File: src/rtl/gpio_irq_pkg.sv
`timescale 1ns/1ps
package gpio_irq_pkg;

    localparam int BUS_W        = 32;
    localparam int ADDR_W       = 6;
    localparam int MAX_PINS     = 32;
    localparam int BOTH_MIN_VER = 3;

    // byte addresses of the register file
    typedef enum logic [ADDR_W-1:0] {
        RA_LEVEL  = 6'h00,
        RA_DIR    = 6'h04,
        RA_ENABLE = 6'h08,
        RA_STATUS = 6'h0C,
        RA_PEND   = 6'h10,
        RA_ACK    = 6'h14,
        RA_MODE   = 6'h18,
        RA_POL    = 6'h1C,
        RA_VER    = 6'h20,
        RA_ANYEDG = 6'h24
    } reg_addr_e;

    typedef struct packed {
        logic is_edge;   // 0: level, 1: edge
        logic pol;       // 1: high / rising, 0: low / falling
        logic any_edge;  // both transitions when is_edge is set
    } trig_cfg_t;

    function automatic logic trig_hit(trig_cfg_t c, logic cur, logic prev);
        if (!c.is_edge)
            return c.pol ? cur : ~cur;
        if (c.any_edge)
            return cur ^ prev;
        return c.pol ? (cur & ~prev) : (~cur & prev);
    endfunction

endpackage

File: src/rtl/gpio_sync.sv
`timescale 1ns/1ps
module gpio_sync #(
    parameter int W = 8
) (
    input  logic         clk,
    input  logic         rst,
    input  logic [W-1:0] d,
    output logic [W-1:0] q
);
    logic [W-1:0] meta_q;

    for (genvar i = 0; i < W; i++) begin : g_bit
        always_ff @(posedge clk) begin
            if (rst) begin
                meta_q[i] <= 1'b0;
                q[i]      <= 1'b0;
            end else begin
                meta_q[i] <= d[i];
                q[i]      <= meta_q[i];
            end
        end
    end
endmodule

File: src/rtl/gpio_trig.sv
`timescale 1ns/1ps
module gpio_trig
    import gpio_irq_pkg::*;
#(
    parameter int NPINS = 8
) (
    input  logic             clk,
    input  logic             rst,
    input  logic [NPINS-1:0] lvl,
    input  logic [NPINS-1:0] mode_v,
    input  logic [NPINS-1:0] pol_v,
    input  logic [NPINS-1:0] any_v,
    output logic [NPINS-1:0] hit
);
    logic [NPINS-1:0] prev_q;

    always_ff @(posedge clk) begin
        if (rst) prev_q <= '0;
        else     prev_q <= lvl;
    end

    for (genvar i = 0; i < NPINS; i++) begin : g_pin
        trig_cfg_t cfg;
        assign cfg    = '{is_edge: mode_v[i], pol: pol_v[i], any_edge: any_v[i]};
        assign hit[i] = trig_hit(cfg, lvl[i], prev_q[i]);
    end
endmodule

File: src/rtl/gpio_status.sv
`timescale 1ns/1ps
module gpio_status #(
    parameter int NPINS = 8
) (
    input  logic             clk,
    input  logic             rst,
    input  logic [NPINS-1:0] hit,
    input  logic [NPINS-1:0] edge_mask,
    input  logic             ack_we,
    input  logic [NPINS-1:0] ack_bits,
    output logic [NPINS-1:0] status
);
    logic [NPINS-1:0] ack;
    logic [NPINS-1:0] keep;
    logic [NPINS-1:0] set;

    always_comb begin
        ack  = ack_we ? ack_bits : '0;
        keep = status & ~ack;
        // edge hits beat an ack; level hits wait one cycle after an ack
        set  = hit & (edge_mask | ~ack);
    end

    always_ff @(posedge clk) begin
        if (rst) status <= '0;
        else     status <= keep | set;
    end
endmodule

File: src/rtl/gpio_irq_ctrl.sv
`timescale 1ns/1ps
module gpio_irq_ctrl
    import gpio_irq_pkg::*;
#(
    parameter int NPINS   = 32,
    parameter int VERSION = 3
) (
    input  logic              clk,
    input  logic              rst,
    input  logic              wr_en,
    input  logic              rd_en,
    input  logic [ADDR_W-1:0] addr,
    input  logic [BUS_W-1:0]  wdata,
    output logic [BUS_W-1:0]  rdata,
    input  logic [NPINS-1:0]  pin_in,
    output logic [NPINS-1:0]  pin_out,
    output logic [NPINS-1:0]  pin_oe,
    output logic              irq
);
    localparam bit HAS_ANY = (VERSION >= BOTH_MIN_VER);

    logic [NPINS-1:0] out_q, dir_q, ien_q, mode_q, pol_q, any_q;
    logic [NPINS-1:0] pin_sync, hit, status_q, pend;
    logic [NPINS-1:0] wr_bits;
    logic [BUS_W-1:0] rd_mux;

    assign wr_bits = wdata[NPINS-1:0];

    always_ff @(posedge clk) begin
        if (rst) begin
            out_q  <= '0;
            dir_q  <= '1;
            ien_q  <= '0;
            mode_q <= '0;
            pol_q  <= '1;
        end else if (wr_en) begin
            case (addr)
                RA_LEVEL:  out_q  <= wr_bits;
                RA_DIR:    dir_q  <= wr_bits;
                RA_ENABLE: ien_q  <= wr_bits;
                RA_MODE:   mode_q <= wr_bits;
                RA_POL:    pol_q  <= wr_bits;
                default: ;
            endcase
        end
    end

    if (HAS_ANY) begin : g_any
        always_ff @(posedge clk) begin
            if (rst)                            any_q <= '0;
            else if (wr_en && addr == RA_ANYEDG) any_q <= wr_bits;
        end
    end else begin : g_no_any
        assign any_q = '0;
    end

    gpio_sync #(.W(NPINS)) u_sync (
        .clk(clk), .rst(rst), .d(pin_in), .q(pin_sync)
    );

    gpio_trig #(.NPINS(NPINS)) u_trig (
        .clk(clk), .rst(rst), .lvl(pin_sync),
        .mode_v(mode_q), .pol_v(pol_q), .any_v(any_q), .hit(hit)
    );

    gpio_status #(.NPINS(NPINS)) u_stat (
        .clk(clk), .rst(rst), .hit(hit), .edge_mask(mode_q),
        .ack_we(wr_en && addr == RA_ACK), .ack_bits(wr_bits),
        .status(status_q)
    );

    assign pend    = status_q & ien_q;
    assign irq     = |pend;
    assign pin_out = out_q;
    assign pin_oe  = ~dir_q;

    always_comb begin
        rd_mux = '0;
        case (addr)
            RA_LEVEL:  rd_mux[NPINS-1:0] = (pin_sync & dir_q) | (out_q & ~dir_q);
            RA_DIR:    rd_mux[NPINS-1:0] = dir_q;
            RA_ENABLE: rd_mux[NPINS-1:0] = ien_q;
            RA_STATUS: rd_mux[NPINS-1:0] = status_q;
            RA_PEND:   rd_mux[NPINS-1:0] = pend;
            RA_MODE:   rd_mux[NPINS-1:0] = mode_q;
            RA_POL:    rd_mux[NPINS-1:0] = pol_q;
            RA_ANYEDG: rd_mux[NPINS-1:0] = any_q;
            RA_VER:    rd_mux            = BUS_W'(VERSION);
            default:   rd_mux            = '0;
        endcase
    end

    always_ff @(posedge clk) begin
        if (rst)        rdata <= '0;
        else if (rd_en) rdata <= rd_mux;
    end
endmodule

File: config.mk
export PLATFORM = sky130hd
export DESIGN_NAME = gpio_irq_ctrl
export DESIGN_NICKNAME = d
export VERILOG_FILES = /design/src/rtl/gpio_irq_pkg.sv /design/src/rtl/gpio_sync.sv /design/src/rtl/gpio_trig.sv /design/src/rtl/gpio_status.sv /design/src/rtl/gpio_irq_ctrl.sv
export SDC_FILE = /design/constraint.sdc
export NUM_CORES = 1
export LEC_CHECK = 0
export CAP_MARGIN = 20
export CORE_AREA = 2 2 204 206
export DETAILED_ROUTE_END_ITERATION = 8
export DIE_AREA = 0 0 206 208
export RECOVER_POWER = 50
export SYNTH_ARGS = -nofsm -noshare
export SYNTH_HDL_FRONTEND = slang
export SYNTH_SLANG_ARGS = --single-unit
File: constraint.sdc
create_clock -name clk -period 2.08 [get_ports clk]
set_input_delay 0.312 -clock clk [delete_from_list [all_inputs] [get_ports clk]]
set_output_delay 0.312 -clock clk [all_outputs]
set_load 0.005 [all_outputs]
==> out/metrics.yaml <==
run_status:
  run_status: "finished with violations"
  failed_checks: "negative setup slack"
logic_synthesis:
  yosys_warnings: 0
  synth_enable_flop_cells: 0
  post_synth_inst_count: 1957
  synth_area_in_xor_xnor_pct: 1.74
  dominant_cells_by_area_after_synthesis: "sky130_fd_sc_hd__dfxtp_1, sky130_fd_sc_hd__nand2_1, sky130_fd_sc_hd__a21oi_1, sky130_fd_sc_hd__ha_1, sky130_fd_sc_hd__mux2_2"
  postSynthNetCount: 2095
  muxShareOfSynthArea_pct: 5.32
  main_combinational_cell_family_by_area_after_synthesis: "simple AND/OR/NAND/NOR gates"
  synth_common_cells: "sky130_fd_sc_hd__nand2_1, sky130_fd_sc_hd__dfxtp_1, sky130_fd_sc_hd__a21oi_1"
  ys_seq_area_share_pct: 43.9
  synthesis.area_um2: 16100
  yosys.cell_count.top_type: "sky130_fd_sc_hd__nand2_1"
  synth_area_in_adders_pct: 4.99
  synth_top_area_share_pct: 43.9
  netlist.top_cell.by_area: "sky130_fd_sc_hd__dfxtp_1"
  yosys.cell_types.count: 58
  post_synthesis_compound_gate_area_fraction_pct: 18.4
  synth-async-reset-ratio_pct: 0
  total_of_flip_flops_plus_latches_after_synthesis: 352
  ys.flop_type: "sky130_fd_sc_hd__dfxtp_1"
  yosys.area_share.simple_pct: 19.9
  post_synth.cell_area_avg_um2: 8.21
final_layout:
  finalNonFillerCells: 2754
  layout.area.seq_um2: 7050
  final_nets: 2336
  drive_above_1_share_pct: 13.3
  antenna_cells: 0
  num-fill-cells: 3890
  multi_input_area_um2: 8110
  area_growth_from_synthesis_to_final_layout_pct: 27.1
grt:
  grt_util_all_layers_pct: 26.4
  number_of_global_route_vias_before_repair: 14784
  pin_count_of_the_biggest_net_entering_global_routing: 85
  antenna_found_initial: 1
  overflow: 0
  grt_first_pass_wirelength_mm: 87.3
routing:
  drt_drc_violations_left: 0
  route.vias.total: 15159
  antenna_violating_nets_remaining: 0
  routedWlPerCell_um: 20.6
  wl_mm: 56.8
  firstDrtPassIters: 5
  via_per_inst: 5.50
  dr.first_iter.drc_count: 1353
sta:
  final-max-slew-violation-count: 0
  hold_violation_total_from_the_final_report: 0
  clock_skew_ps: 22.3
  grt_setup_unrepaired: "true"
  finalCriticalPeriod_ps: 2430
  tns_ps: -1320
  slew-limit-headroom_pct: 13.5
  finalWorstSetupSlack_ps: -349
  fmax_ghz: 0.412
  worstMarginPinSlew_ps: 1300
  report.final.setup_viol: 36
  final_min_period_over_clock_period_pct: 117
floorplanning:
  dieWidth_um: 206
  num_rows: 74
  dieArea_um2: 42800
  top_level_i_o_count: 171
  core_area_um2: 40600
  initial_utilization_pct: 39.6
  chipHeight_um: 208
setup_path:
  crit_path_cell_trace: "a22o_1 -> a221oi_2 -> buf_4 -> nand4_1 -> or3_4 -> buf_6"
  setup.worst_path.start_class: "register"
  worstReg2RegEnd: "rdata[2]$_SDFFE_PP0P_"
  timing.reg2reg.setup_slack_ps: 470
  worstPathArrival_ps: 2120
  crit_family: "simple AND/OR/NAND/NOR gates"
  critical_path_cell_count: 6
  rr_worst_depth: 6
  worstSetupEndpoint: "irq"
  endpoint_kind: "primary output"
  critical_path.n_buffers_inverters: 2
  critical_path_required_ps: 1770
  worst_path_max_delay_cell: "sky130_fd_sc_hd__or3_4"
  startpoint_of_the_worst_setup_timing_path: "u_stat.status[14]$_SDFF_PP0_"
  worstSetupPathType: "reg -> out"
  rr_startpoint: "u_stat.status[2]$_SDFF_PP0_"
  crit_path_max_fanout: 4
  critical-path-max-stage-delay_ps: 440
min_path:
  hold_class: "in -> reg"
  worst_hold_path.num_cells: 2
  timing.hold.worst.start: "pin_in[5]"
clock_network:
  cts-buffers-inserted: 39
  htreeDepth: 2
  tritoncts_num_sinks: 352
  tritoncts: "done"
  post_cts_hold_buffer_count: 0
  cts.path.max_buffers: 3
  clk_latency_ps: 570
  clock_edge_transition_at_the_registers_on_the_reported_setup_and_hold_paths_ps: 60
  postCtsSetupRepairBufs: 0
  cts.root.buffer_cell: "sky130_fd_sc_hd__clkbuf_16"
place:
  dp.cells: 2689
  port_buffers: 170
  place_congestion: 0.907
  detailedPlacementHpwl_mm: 39.0
pwr:
  vdd_ir_drop_max_mv: 0.468
  power-per-cell-area_nw_per_um2: 714
  total_leakage_power_nw: 8.02
run:
  drv_cap: 0
-- report_power, final --
group / leakage [nW] / switching (mW) / total, mW / internal [mW]
Clock: 0.566 / 2.83 / 6.50 / 3.68
Combinational: 4.59 / 0.612 / 1.08 / 0.465
Sequential: 2.86 / 0.116 / 6.99 / 6.88
Total: 8.02 / 3.55 / 14.6 / 11.0
-- cells in the final DEF, fill, tap and decap left out, types with 4 or more instances in the layout --
cell type and n:
sky130_fd_sc_hd__a31o_1 6, sky130_fd_sc_hd__nand4_1 5, sky130_fd_sc_hd__o22ai_1 9, sky130_fd_sc_hd__and3_1 21, sky130_fd_sc_hd__o211ai_1 66, sky130_fd_sc_hd__a22oi_1 19
sky130_fd_sc_hd__nand3_1 36, sky130_fd_sc_hd__a31oi_1 5, sky130_fd_sc_hd__clkbuf_4 4, sky130_fd_sc_hd__nor2b_1 77, sky130_fd_sc_hd__a22o_1 5, sky130_fd_sc_hd__a221oi_1 12
sky130_fd_sc_hd__clkbuf_1 15, sky130_fd_sc_hd__a41oi_1 5, sky130_fd_sc_hd__nand2b_1 10, sky130_fd_sc_hd__clkbuf_8 6, sky130_fd_sc_hd__ha_1 64, sky130_fd_sc_hd__a32o_1 9
sky130_fd_sc_hd__clkbuf_2 10, sky130_fd_sc_hd__and2_1 4, sky130_fd_sc_hd__or3b_2 7, sky130_fd_sc_hd__xor2_1 32, sky130_fd_sc_hd__buf_4 123, sky130_fd_sc_hd__buf_12 19
sky130_fd_sc_hd__nand2_1 473, sky130_fd_sc_hd__inv_1 98, sky130_fd_sc_hd__a31o_2 8, sky130_fd_sc_hd__a21oi_1 208, sky130_fd_sc_hd__mux2_2 57, sky130_fd_sc_hd__dfxtp_1 350
sky130_fd_sc_hd__mux2i_1 19, sky130_fd_sc_hd__nor2_1 75, sky130_fd_sc_hd__a21o_1 5, sky130_fd_sc_hd__o21ai_0 86, sky130_fd_sc_hd__clkdlybuf4s50_1 79, sky130_fd_sc_hd__clkbuf_16 39
sky130_fd_sc_hd__a32oi_1 15, sky130_fd_sc_hd__dlygate4sd3_1 87, sky130_fd_sc_hd__o21ai_1 7
-- what timing repair did --
action                     in CTS  in global routing
resized for setup              10                  1
pin swaps                       2                  2
setup endpoints to repair       1                  1
-- sequential cells by signal (all words and copies together) (netlist names) --
register	flops
mode_q	32
pin_out	32
u_sync.q	32
ien_q	32
u_sync.meta_q	32
u_trig.prev_q	32
rdata	32
u_stat.status	32
pol_q	32
dir_q	32
any_q	32
-- logic make-up after synthesis --
| logic type | count (synthesis) |
|---|---|
| adders and majority gates | 64 |
| buffers and inverters | 224 |
| DFF | 352 |
| muxes | 77 |
| xor gates and xnor gates | 32 |
| AOI/OAI and AO/OA | 482 |
| and+or+nand+nor | 726 |
-- per-stage QoR --
| step | instance area, µm² | worst slack [ps] | hold slack [ps] | total power [mW] | utilization, % |
|---|---|---|---|---|---|
| global placement | 19300 | -389 | 421 | 8.19 | 47.6 |
| detailed placement | 19300 | -469 | 423 | 8.21 | 47.6 |
| CTS | 20500 | -356 | 71.4 | 14.7 | 50.5 |
| floorplan | 16100 | 179 | 414 | 7.61 | - |
| global route | 20400 | -406 | 282 | 15.0 | 50.4 |
| finish | 20400 | -349 | 295 | 14.6 | 50.4 |
-- metal layers --
layer / global-route usage, % / vias to the layer above / wire length, µm
li1: - / 7138 / -
met1: 35.7 / 7264 / 24900
met2: 42.1 / 624 / 25700
met3: 5.00 / 133 / 4440
met4: 9.09 / 0 / 1860
met5: 0 / - / 0
-- layout make-up --
class,count,area share [%]
Sequential cell,352,34.5
Multi-Input combinational cell,1381,39.7
Inverter,99,1.82
Timing Repair Buffer,325,15.0
Clock buffer,59,5.44
Tap cell,532,3.26
Clock inverter,6,0.221
-- worst min path at each step --
stage	slack (ps)	to
after global routing	280	u_sync.meta_q[7]$_SDFF_PP0_
final	290	u_sync.meta_q[5]$_SDFF_PP0_
after CTS	70	u_trig.prev_q[28]$_SDFF_PP0_
after detailed placement	420	u_sync.q[18]$_SDFF_PP0_
after floorplan	410	u_sync.q[0]$_SDFF_PP0_
after global placement	420	u_sync.q[4]$_SDFF_PP0_
-- worst register-to-register path, cell delays in order (launching register included) --
cell	delay, ps
sky130_fd_sc_hd__dfxtp_1	310
sky130_fd_sc_hd__buf_4	140
sky130_fd_sc_hd__mux2_2	300
sky130_fd_sc_hd__a32oi_1	160
sky130_fd_sc_hd__o22a_1	280
sky130_fd_sc_hd__a311oi_1	120
sky130_fd_sc_hd__a21o_1	210
No activity file was read; power rests on OpenSTA's default activity.
